===== config.mk =====
export PLATFORM = sky130hd
export DESIGN_NAME = perm_gate
export DESIGN_NICKNAME = d
export VERILOG_FILES = /design/src/rtl/perm_pkg.sv /design/src/rtl/dom_mode_pick.sv /design/src/rtl/ap_rules.sv /design/src/rtl/verdict_mux.sv /design/src/rtl/perm_gate.sv
export SDC_FILE = /design/constraint.sdc
export NUM_CORES = 1
export LEC_CHECK = 0
export BUFFER_PORTS_ARGS = -buffer_cell sky130_fd_sc_hd__buf_2
export CORE_MARGIN = 5
export CORE_UTILIZATION = 30
export CTS_BUF_LIST = sky130_fd_sc_hd__clkbuf_2
export DETAILED_ROUTE_END_ITERATION = 10
export GPL_TIMING_DRIVEN = 0
export PLACE_DENSITY = 0.69
export SYNTH_ARGS = -nofsm -noshare
export SYNTH_HDL_FRONTEND = slang
export SYNTH_SLANG_ARGS = --single-unit
export TNS_END_PERCENT = 30

===== constraint.sdc =====
create_clock -name clk -period 0.8 [get_ports clk]
set_clock_uncertainty 0.1 [all_clocks]
set_input_delay 0.16 -clock clk [delete_from_list [all_inputs] [get_ports clk]]
set_output_delay 0.16 -clock clk [all_outputs]
set_load 0.1 [all_outputs]

===== src/rtl/perm_pkg.sv =====
package perm_pkg;

  typedef enum logic [1:0] {
    ACC_READ     = 2'b00,
    ACC_WRITE    = 2'b01,
    ACC_FETCH    = 2'b10,
    ACC_READ_ALT = 2'b11
  } acc_e;

  typedef enum logic [1:0] {
    ABT_NONE     = 2'b00,
    ABT_PREFETCH = 2'b01,
    ABT_DATA     = 2'b10
  } abort_e;

  typedef enum logic [1:0] {
    FC_NONE   = 2'b00,
    FC_DOMAIN = 2'b01,
    FC_PERM   = 2'b10
  } fcls_e;

  typedef enum logic [1:0] {
    DM_NOACCESS = 2'b00,
    DM_CLIENT   = 2'b01,
    DM_RESERVED = 2'b10,
    DM_MANAGER  = 2'b11
  } dmode_e;

  typedef struct packed {
    logic   grant;
    abort_e abort;
    fcls_e  cls;
    logic   unpred;
  } verdict_t;

endpackage


===== src/rtl/dom_mode_pick.sv =====
module dom_mode_pick
  import perm_pkg::*;
#(
  parameter int NUM_DOMAINS = 16,
  localparam int DOM_W  = $clog2(NUM_DOMAINS),
  localparam int DAC_W  = 2 * NUM_DOMAINS
) (
  input  logic [DAC_W-1:0] dac_word,
  input  logic [DOM_W-1:0] dom_id,
  output dmode_e           mode
);

  logic [1:0] slot [NUM_DOMAINS];

  for (genvar g = 0; g < NUM_DOMAINS; g++) begin : g_slot
    assign slot[g] = dac_word[2*g +: 2];
  end

  assign mode = dmode_e'(slot[dom_id]);

endmodule


===== src/rtl/ap_rules.sv =====
module ap_rules (
  input  logic [2:0] ap_code,
  input  logic [1:0] legacy_prot,
  input  logic       priv,
  input  logic       is_write,
  input  logic       xn_bit,
  input  logic       wxn_en,
  input  logic       uwxn_en,
  output logic       ap_abort,
  output logic       ap_unpred,
  output logic       xn_eff
);

  logic writable;

  always_comb begin
    ap_abort  = 1'b0;
    ap_unpred = 1'b0;
    writable  = 1'b1;
    case (ap_code)
      3'd0: begin
        writable = 1'b0;
        case (legacy_prot)
          2'b10:   ap_abort = is_write | ~priv;
          2'b01:   ap_abort = is_write;
          default: ap_abort = 1'b1;
        endcase
      end
      3'd1: ap_abort = ~priv;
      3'd2: begin
        ap_abort = ~priv & is_write;
        writable = priv;
      end
      3'd3: ap_abort = 1'b0;
      3'd4: begin
        ap_unpred = 1'b1;
        writable  = 1'b0;
      end
      3'd5: begin
        ap_abort = ~priv | is_write;
        writable = 1'b0;
      end
      default: begin
        ap_abort = is_write;
        writable = 1'b0;
      end
    endcase
  end

  assign xn_eff = xn_bit | (writable & wxn_en) |
                  ((ap_code == 3'd3) & uwxn_en & priv);

endmodule


===== src/rtl/verdict_mux.sv =====
module verdict_mux
  import perm_pkg::*;
(
  input  dmode_e     mode,
  input  acc_e       acc,
  input  logic       ap_abort,
  input  logic       ap_unpred,
  input  logic       xn_eff,
  input  logic [1:0] hap_bits,
  output verdict_t   verdict
);

  logic is_fetch;
  logic is_write;
  logic hap_abort;

  assign is_fetch  = (acc == ACC_FETCH);
  assign is_write  = (acc == ACC_WRITE);
  assign hap_abort = is_write ? ~hap_bits[1] : ~hap_bits[0];

  always_comb begin
    verdict = '{grant: 1'b0, abort: ABT_NONE, cls: FC_NONE, unpred: 1'b0};
    case (mode)
      DM_NOACCESS: begin
        verdict.cls   = FC_DOMAIN;
        verdict.abort = is_fetch ? ABT_PREFETCH : ABT_DATA;
      end
      DM_MANAGER:  verdict.grant  = 1'b1;
      DM_RESERVED: verdict.unpred = 1'b1;
      default: begin
        if (ap_unpred) begin
          verdict.unpred = 1'b1;
        end else if (is_fetch && (ap_abort || xn_eff || hap_abort)) begin
          verdict.cls   = FC_PERM;
          verdict.abort = ABT_PREFETCH;
        end else if (!is_fetch && (ap_abort || hap_abort)) begin
          verdict.cls   = FC_PERM;
          verdict.abort = ABT_DATA;
        end else begin
          verdict.grant = 1'b1;
        end
      end
    endcase
  end

endmodule


===== src/rtl/perm_gate.sv =====
module perm_gate
  import perm_pkg::*;
#(
  parameter int NUM_DOMAINS = 16,
  localparam int DOM_W = $clog2(NUM_DOMAINS),
  localparam int DAC_W = 2 * NUM_DOMAINS
) (
  input  logic             clk,
  input  logic             rst_n,
  input  logic [DOM_W-1:0] dom_id,
  input  logic [DAC_W-1:0] dac_word,
  input  logic [2:0]       ap_code,
  input  logic [1:0]       hap_bits,
  input  logic             xn_bit,
  input  logic [1:0]       acc_kind,
  input  logic             priv,
  input  logic             wxn_en,
  input  logic             uwxn_en,
  input  logic [1:0]       legacy_prot,
  output logic             grant,
  output logic [1:0]       abort_kind,
  output logic [1:0]       fault_cls,
  output logic             unpred
);

  dmode_e   mode;
  acc_e     acc;
  logic     ap_abort;
  logic     ap_unpred;
  logic     xn_eff;
  verdict_t v_next;
  verdict_t v_q;
  logic     primed_q;
  logic     primed_next;

  assign acc = acc_e'(acc_kind);

  dom_mode_pick #(.NUM_DOMAINS(NUM_DOMAINS)) u_pick (
    .dac_word (dac_word),
    .dom_id   (dom_id),
    .mode     (mode)
  );

  ap_rules u_rules (
    .ap_code     (ap_code),
    .legacy_prot (legacy_prot),
    .priv        (priv),
    .is_write    (acc == ACC_WRITE),
    .xn_bit      (xn_bit),
    .wxn_en      (wxn_en),
    .uwxn_en     (uwxn_en),
    .ap_abort    (ap_abort),
    .ap_unpred   (ap_unpred),
    .xn_eff      (xn_eff)
  );

  verdict_mux u_mux (
    .mode      (mode),
    .acc       (acc),
    .ap_abort  (ap_abort),
    .ap_unpred (ap_unpred),
    .xn_eff    (xn_eff),
    .hap_bits  (hap_bits),
    .verdict   (v_next)
  );

  assign primed_next = 1'b1;

  always_ff @(posedge clk or negedge rst_n) begin
    if (!rst_n) begin
      v_q      <= '0;
      primed_q <= 1'b0;
    end else begin
      v_q      <= v_next;
      primed_q <= primed_next;
    end
  end

  assign grant      = v_q.grant;
  assign abort_kind = v_q.abort;
  assign fault_cls  = v_q.cls;
  assign unpred     = v_q.unpred;

  AST_GRANT_CLEAN: assert property (@(posedge clk) disable iff (!rst_n)
    grant |-> (abort_kind == ABT_NONE && fault_cls == FC_NONE));
  AST_ABORT_CLASS_PAIR: assert property (@(posedge clk) disable iff (!rst_n)
    (abort_kind == ABT_NONE) == (fault_cls == FC_NONE));
  AST_NOACCESS_FAULT: assert property (@(posedge clk) disable iff (!rst_n)
    primed_q && $past(mode == DM_NOACCESS) |-> fault_cls == FC_DOMAIN);
  AST_MANAGER_GRANT: assert property (@(posedge clk) disable iff (!rst_n)
    primed_q && $past(mode == DM_MANAGER) |-> grant);
  AST_RESERVED_FLAG: assert property (@(posedge clk) disable iff (!rst_n)
    primed_q && $past(mode == DM_RESERVED) |-> (unpred && !grant));
  AST_FETCH_XN: assert property (@(posedge clk) disable iff (!rst_n)
    primed_q && $past(mode == DM_CLIENT && acc == ACC_FETCH && xn_eff && !ap_unpred)
    |-> abort_kind == ABT_PREFETCH);

endmodule


Word level (Yosys, flattened, before mapping)
Cells that the tools add are included.
Widths: inputs -> output; s select.
{"block": "classes", "n_addsub": 0, "mul": 0, "n_div": 0, "magnitude_cmp": 1, "eq_ne": 11, "shift": 0, "mux": 18, "bitwise": 11, "n_reduce_logical": 13}
{"op": "$reduce_or 2->1", "count": 5}
{"op": "$bmux 2 s4", "count": 1}
{"op": "$eq 2x2->1 const B", "count": 4}
{"op": "$mux 4", "count": 2}
{"op": "$pmux 1 s2", "count": 4}
{"op": "$pmux 4 s2", "count": 1}
{"op": "$eq 3x2->1 const B", "count": 2}
{"op": "$eq 3x3->1 const B", "count": 2}
{"op": "$mux 2", "count": 3}
{"op": "$ge 5x5->1 const B", "count": 1}
{"op": "$mux 1", "count": 5}
{"op": "$mux 5", "count": 1}
{"op": "$not 4->5", "count": 1}
{"op": "$pmux 1 s5", "count": 1}
{"op": "$and 1x1->1", "count": 4}
{"op": "$eq 2x1->1 const B", "count": 2}
{"op": "$eq 3x1->1 const B", "count": 1}
{"op": "$logic_not 3->1", "count": 1}
{"op": "$logic_or 1x1->1", "count": 3}
{"op": "$not 1->1", "count": 3}
{"op": "$or 1x1->1", "count": 3}
{"op": "$logic_and 1x1->1", "count": 2}
{"op": "$logic_not 2->1", "count": 1}
{"op": "$logic_not 1->1", "count": 1}
{"block": "totals", "reg_bits": 6, "latch_bits": 0, "ram_bits": 0, "romBits": 0, "inputBits": 51, "out_inout_bits": 6, "word_cells": 58, "mem_count": 0}

Logic depth before layout (Yosys ltp)
Gate-level depths: netlist of run 1.
{"block": "logic_depth", "word_depth": 12, "mapped_depth": 7, "ltp_nobuf": 7}

By module
A second synthesis of run 1 with hierarchy kept.
{"block": "unflattened", "cells_unflattened": 66, "area_unflattened_um2": 685.7}
{"module": "dom_mode_pick", "instances": 1, "cells_each": 21, "area_per_inst_um2": 269.0, "seq_area_each_um2": 0.0}
{"module": "perm_gate", "instances": 1, "cells_each": 7, "area_per_inst_um2": 163.9, "seq_area_each_um2": 150.1}
{"module": "ap_rules", "instances": 1, "cells_each": 17, "area_per_inst_um2": 126.4, "seq_area_each_um2": 0.0}
{"module": "verdict_mux", "instances": 1, "cells_each": 21, "area_per_inst_um2": 126.4, "seq_area_each_um2": 0.0}

Worst setup path before layout of run 1
No wires, ideal clock.
{"block": "synth_timing", "path_type": "input -> register", "from": "input dom_id[1]", "to": "register v_q, in the netlist fault_cls[1]", "setup_time_ns": 0.120, "t_arrival_ns": 1.390, "required_ns": 0.580, "setup_slack_ns": -0.810, "stages": 6, "path_buffers": 1, "cell_sequence": "buf_6 -> mux4_2 -> mux2i_1 -> mux2_4 -> nor2_1 -> and3_1"}
{"item": "from (decl)", "line_no": "perm_gate.sv:10", "rtl": "input logic [DOM_W-1:0] dom_id,"}
{"item": "to (signal assigned)", "line_no": "perm_gate.sv:74", "rtl": "v_q <= v_next;"}
{"item": "to (decl)", "line_no": "perm_gate.sv:32", "rtl": "verdict_t v_q;"}

==> results of run 1 <==
==> sequential cells by signal (all words and copies together) (netlist names) <==
name	cells
fault_cls	2
unpred	1
grant	1
abort_kind	2
==> final timing paths <==
check | startpoint | to | slack, ns | cells past startpoint
setup / recovery | dom_id[1] | fault_cls[1]$_DFF_PN0_ | -0.60 | 6
max in group asynchronous | rst_n | unpred$_DFF_PN0_ | 0.27 | 2
hold / removal | dom_id[2] | unpred$_DFF_PN0_ | 0.15 | 2
min in group asynchronous | rst_n | abort_kind[0]$_DFF_PN0_ | 0.19 | 2
==> layout by cell type (no fill, tap or decap), drive strengths merged, types with 3 or more instances in the layout <==
| cell type | netlist | final |
|---|---|---|
| a21oi | 4 | 4 |
| mux2i | 5 | 5 |
| nor2 | 4 | 4 |
| mux4 | 8 | 8 |
| nand2 | 3 | 3 |
| dfrtp | 6 | 6 |
| buf | 1 | 55 |
| clkbuf | 1 | 4 |
| inv | 4 | 4 |
==> cell type report <==
| class | instances | share of cell area, % |
|---|---|---|
| Inverter | 4 | 1.32 |
| Clock buffer | 3 | 1.32 |
| Buffer | 2 | 2.20 |
| Tap cell | 28 | 3.08 |
| Timing Repair Buffer | 55 | 30.5 |
| Multi-Input combinational cell | 52 | 48.3 |
| Sequential cell | 6 | 13.2 |
==> routing by layer <==
layer  GRT usage (%)  up-vias  part of all wire (%)
met5               0        -                     0
met4            3.97        0                     0
met3            3.56        0                    12
met2            22.4       40                    53
met1            11.8      332                    34
li1                -      376                     -
==> timing repair <==
action	in CTS	in global routing
hold buffers	1	0
endpoints found under the setup margin	12	12
pin swaps	1	2
resized for setup	20	5
hold endpoints to repair	6	0
==> kinds of logic after synthesis <==
| logic type | after synthesis | synth area share, % |
|---|---|---|
| adders and majority gates | 2 | 3.60 |
| DFF | 6 | 21.6 |
| buffers and inverters | 6 | 4.49 |
| and+or+nand+nor | 19 | 14.6 |
| muxes | 15 | 37.9 |
| AOI/OAI and AO/OA | 16 | 17.8 |
==> stage by stage <==
step | hold WS (ns) | setup TNS [ns] | worst slack, ns | cells
global placement | -0.120 | -5.73 | -0.813 | 146
detailed placement | -0.112 | -5.95 | -0.852 | 146
CTS | 0.132 | -4.89 | -0.592 | 150
floorplan | -0.236 | -6.37 | -0.747 | 64
global route | 0.161 | -5.27 | -0.648 | 150
finish | 0.145 | -4.79 | -0.596 | 150
==> critical path: cells and delay by family <==
family,cells,cell delay [ns]
buffers and inverters,1,0.11
and+or+nand+nor,2,0.20
muxes,3,0.92
==> power by group through the flow <==
stage                     sequential (µW)  clock [µW]  combinational [µW]
after detailed placement              355           0                 786
final                                 366         198                 904
after global placement                353           0                 771
after CTS                             364         210                 879
after floorplan                       641           0                 278
after global routing                  369         232                 958
==> results.md, run 1 <==
- GRT Total Usage: between 10% and 20%
- CTS tree: built
- Maximum clock frequency: between 700 and 800 MHz
- Asr flop ratio synth: between 90% and 100%
- Biggest cell delay along the critical path: 0.52 ns
- Die Ht: 58.2 µm
- Share of cells above drive strength 1: around 62%
- Core area: around 2200 µm²
- Via count: between 700 and 800
- WL final: about 1900 µm
- Psw: ~630 µW
- Status: complete, but fails checks
- Critical path cell sequence: buf_12 -> mux4_2 -> mux2i_4 -> mux2_4 -> nor2_1 -> and3_1
- Synth Cell Area: 696 µm²
- Kind of critical path: in -> reg
- Sw Ratio: a little over two fifths
- RSZ-0062 raised after global routing: true
- Initial Utilization: 31.4%
- Critical Path AT: about 1.4 ns
- Post-CTS setup buffer count: 0
- Design area: between 1000 and 1500 µm²
- Port Buffer Count: 54
- Worst vdd ir: just under 0.001 V
- Hpwl dp: between 1500 and 2000 µm
- Synth Flop Type: dfrtp_1
- Longest Clk Path Bufs: 2
- Top-count cell post-synth: mux4_2
- GRT overflow: 0
- Clock power frac: a little over an eighth
- Initial antenna violation count: 0
- First-pass GRT wire length: ~3100 µm
- Critical Path RT: 0.80 ns
- CTS Buf Count: 3
- Clk pin slew, worst setup/hold paths: about 0.06 ns
- H-Tree Level Count: 1
- Static Leak: roughly 0.00056 µW
- FF+latch count, synth: 6
- Worst Path Max Fanout: 8
- Sequential Area: between 150 and 200 µm²
- FP Rows: 17
- Die ar.: roughly 3400 µm²
- Clock Sink Count: 6
- Failing checks: negative setup slack
- Synth area leaders: mux4_2 26%, dfrtp_1 22%, mux2i_1 5.8%
- Yosys warns: 0
- Relative slew slack: 75.1%
- Final Hold Vio Count: 0
- Cell taking the most area after synthesis: mux4_2
- Top-area cell type share of the netlist area: 25.9%
- ANT cells: 0
- Layout Nets: 177
- DR WL/cell: ~13 µm
- Maximum capacitance violations: 0
- Crit. End Element: flop
- Tmin final: between 1 and 1.5 ns
- IO Pins: 57
- GPL Wtd Cong: approximately 0.7
- Final worst slack: -0.596 ns
- Slowest cell on crit path: mux4_2
- Vias per inst: between 4 and 5
- PnR Total Power: 1470 µW
- Number of remaining DRC errors: 0
- P per Cell Area: 1290 nW/µm²
- Fin util: 51.4%
- Gate power share: around 62%
- CP startpoint kind: primary input
- Synth Area per Inst: around 11 µm²
- Post-detailed-route count of antenna-violating nets: 0
- Seq/Total Area, Yosys: between 20% and 30%
- Post-synth EDFFs: 0
- Synth cell count leaders: 8 x mux4_2, 6 x dfrtp_1
- Finish-stage setup viols: 12
- Post-Synthesis Cells: 64
- Initial DRC count: 3
- Seq pwr share: 24.9%
- Die X: about 58 µm
- Cell variety after synth: 32
- CTS Root Cell: clkbuf_2
- Worst slew pin tran: approximately 0.37 ns
- Area added between synthesis and finish: 63.3%
- Max-slew violation count: 0
- # fillers: between 200 and 250
- Multi-input gate area: 549 µm²
- DR pass1 iterations: 2
- Period utilization: 174%
- Tightest Hold Check Type: in -> reg
- Vias in the first global route: between 700 and 800
- Power Internal: roughly 840 µW
- Largest net degree at the start of global routing: 9
- DP Area: between 1000 and 1500 µm²
- Synth Net Count: roughly 120
Power figures use the tool's default switching activity.
==> run 2, diff against run 1 <==
--- a/config.mk
+++ b/config.mk
@@ -5,13 +5,13 @@
 export SDC_FILE = /design/constraint.sdc
 export NUM_CORES = 1
 export LEC_CHECK = 0
-export BUFFER_PORTS_ARGS = -buffer_cell sky130_fd_sc_hd__buf_2
 export CORE_MARGIN = 5
 export CORE_UTILIZATION = 30
 export CTS_BUF_LIST = sky130_fd_sc_hd__clkbuf_2
 export DETAILED_ROUTE_END_ITERATION = 10
+export DONT_BUFFER_PORTS = 1
 export GPL_TIMING_DRIVEN = 0
-export PLACE_DENSITY = 0.69
+export PLACE_DENSITY = 0.47
 export SYNTH_ARGS = -nofsm -noshare
 export SYNTH_HDL_FRONTEND = slang
 export SYNTH_SLANG_ARGS = --single-unit
==> run 2 against run 1 <==
Against the previous run:
- sequential share of layout area is 7.6 points higher
- critical endpoint is now unpred$_DFF_PN0_
- count of clock-buffer cells in the layout stayed put
- fmax is 1.2% higher
- largest cell class unchanged
- the flow finishes with violations (negative hold slack, negative setup slack)
- utilization is 14 points lower
- worst hold slack worse by 0.21 ns
- routed wire length is 17% lower
==> results.md, run 2 (synthesis gave the netlist of run 1 again) <==
- Clock Sink Count: 6
- IO Pins: 57
- Kind of critical path: in -> reg
- Final worst slack: -0.579 ns
- GPL Wtd Cong: roughly 0.72
- Area added between synthesis and finish: 19.2%
- Relative slew slack: between 70% and 80%
- Hold buffer count at CTS: 1
- Initial Utilization: a little under a third
- GRT overflow: 0
- Post-detailed-route count of antenna-violating nets: 0
- Critical Path AT: ~1.4 ns
- Port Buffer Count: 0
- WL final: between 1500 and 2000 µm
- Setup WS pre-CTS: -0.866 ns
- Design area: slightly above 800 µm²
- Final Hold Vio Count: 1
- First-pass GRT wire length: 2590 µm
- Fin cells: about 100
- Maximum clock frequency: a little over 700 MHz
- Tmin final: roughly 1.4 ns
- Longest Clk Path Bufs: 2
- Status: complete, but fails checks
- Cells after DPL: 92
- Die Ht: around 58 µm
- Static Leak: about 0.00033 µW
- DR WL/cell: 16.4 µm
- Clk pin slew, worst setup/hold paths: approximately 0.060 ns
- Initial antenna violation count: 0
- CTS tree: built
- H-Tree Level Count: 1
- Failing checks: negative hold slack, negative setup slack
- Vias per inst: between 5 and 6
- Crit. End Element: flop
- Core area: approximately 2200 µm²
- GRT Total Usage: approximately 10%
- Largest net degree at the start of global routing: 9
- Die X: roughly 58 µm
- Worst slew pin tran: just over 0.4 ns
- Critical Path RT: 0.80 ns
- Maximum capacitance violations: 0
- P per Cell Area: between 1000 and 1500 nW/µm²
- Share of cells above drive strength 1: 41.4%
- FP Rows: 17
- Worst vdd ir: 0.000614 V
- Die ar.: about 3400 µm²
- CTS Buf Count: 3
- Hpwl dp: 1440 µm
- Max-slew violation count: 0
- CTS Root Cell: clkbuf_2
- CP startpoint kind: primary input
- Period utilization: 172%
- Number of remaining DRC errors: 0
- ANT cells: 0
- Finish-stage setup viols: 12
- Commonest cells after routing, fill and taps aside: 8 x mux4_2, 6 x dfrtp_4, 4 x inv_1, 4 x a21oi_1, 4 x clkbuf_2
- Tightest Hold Check Type: in -> reg
- DP Area: 739 µm²
- Most common cell after layout, fill and taps aside: mux4_2
- Hold slack: -0.0651 ns
- Initial DRC count: 14
- RSZ-0062 raised after global routing: true
- Layout Nets: roughly 130
- DR pass1 iterations: 4
- Via count: about 560
- Vias in the first global route: 598
- PnR Total Power: around 1200 µW
- Worst Path Max Fanout: 8
-- run 2: cell types whose count changed in the layout (fill, tap and decap cells not counted), sizes merged --
cell / before / now
buf: 55 / 3
-- run 2: path summary, 6_finish.rpt --
check	startpoint	endpoint	slack, ns	cells past startpoint
min	dom_id[2]	unpred$_DFF_PN0_	-0.07	1
min in group asynchronous	rst_n	fault_cls[0]$_DFF_PN0_	0.14	1
max	dom_id[1]	unpred$_DFF_PN0_	-0.58	5
max in group asynchronous	rst_n	abort_kind[1]$_DFF_PN0_	0.22	1
-- run 2: final cells by class --
| cell class | count | area [µm²] |
|---|---|---|
| clock buffers | 3 | 15.0 |
| multi-input cells | 52 | 542 |
| inverters | 4 | 15.0 |
| flip-flops and latches | 6 | 173 |
| well taps | 28 | 35.0 |
| fillers | 219 | 1380 |
| repair buffers | 3 | 25.0 |
| plain buffers | 2 | 25.0 |
-- run 2: report_power, final --
part	internal (µW)	total (µW)	switching, µW
combinational	220	368	148
sequential	366	668	302
clock	102	204	102
-- run 2: routing by layer --
metal	share of wire (%)	wire length, µm	vias up	global-route usage [%]
li1	-	-	266	-
met1	36	576	258	11.0
met2	51	819	37	15.8
met3	13	206	2	4.01
met4	0.50	8	0	5.96
met5	0	0	-	0
-- run 2: what timing repair did --
action                                  CTS  global route
endpoints found under the setup margin   12            12
pin swaps                                 1             0
buffers inserted                          2             0
gates resized for setup                  14             3
endpoints found under the hold margin     7             1
-- run 2: critical path, stage by stage --
cell	delay [ns]
buf_12	0.11
mux4_2	0.48
mux2_4	0.31
a211oi_1	0.24
a21oi_1	0.07
-- run 2: per-stage QoR --
| step | util, % | TNS, ns |
|---|---|---|
| detailed placement | 33.4 | -6.97 |
| global route | 37.5 | -5.53 |
| finish | 37.5 | -5.03 |
| floorplan | - | -6.37 |
| CTS | 36.6 | -5.13 |
| global placement | 33.4 | -7.01 |
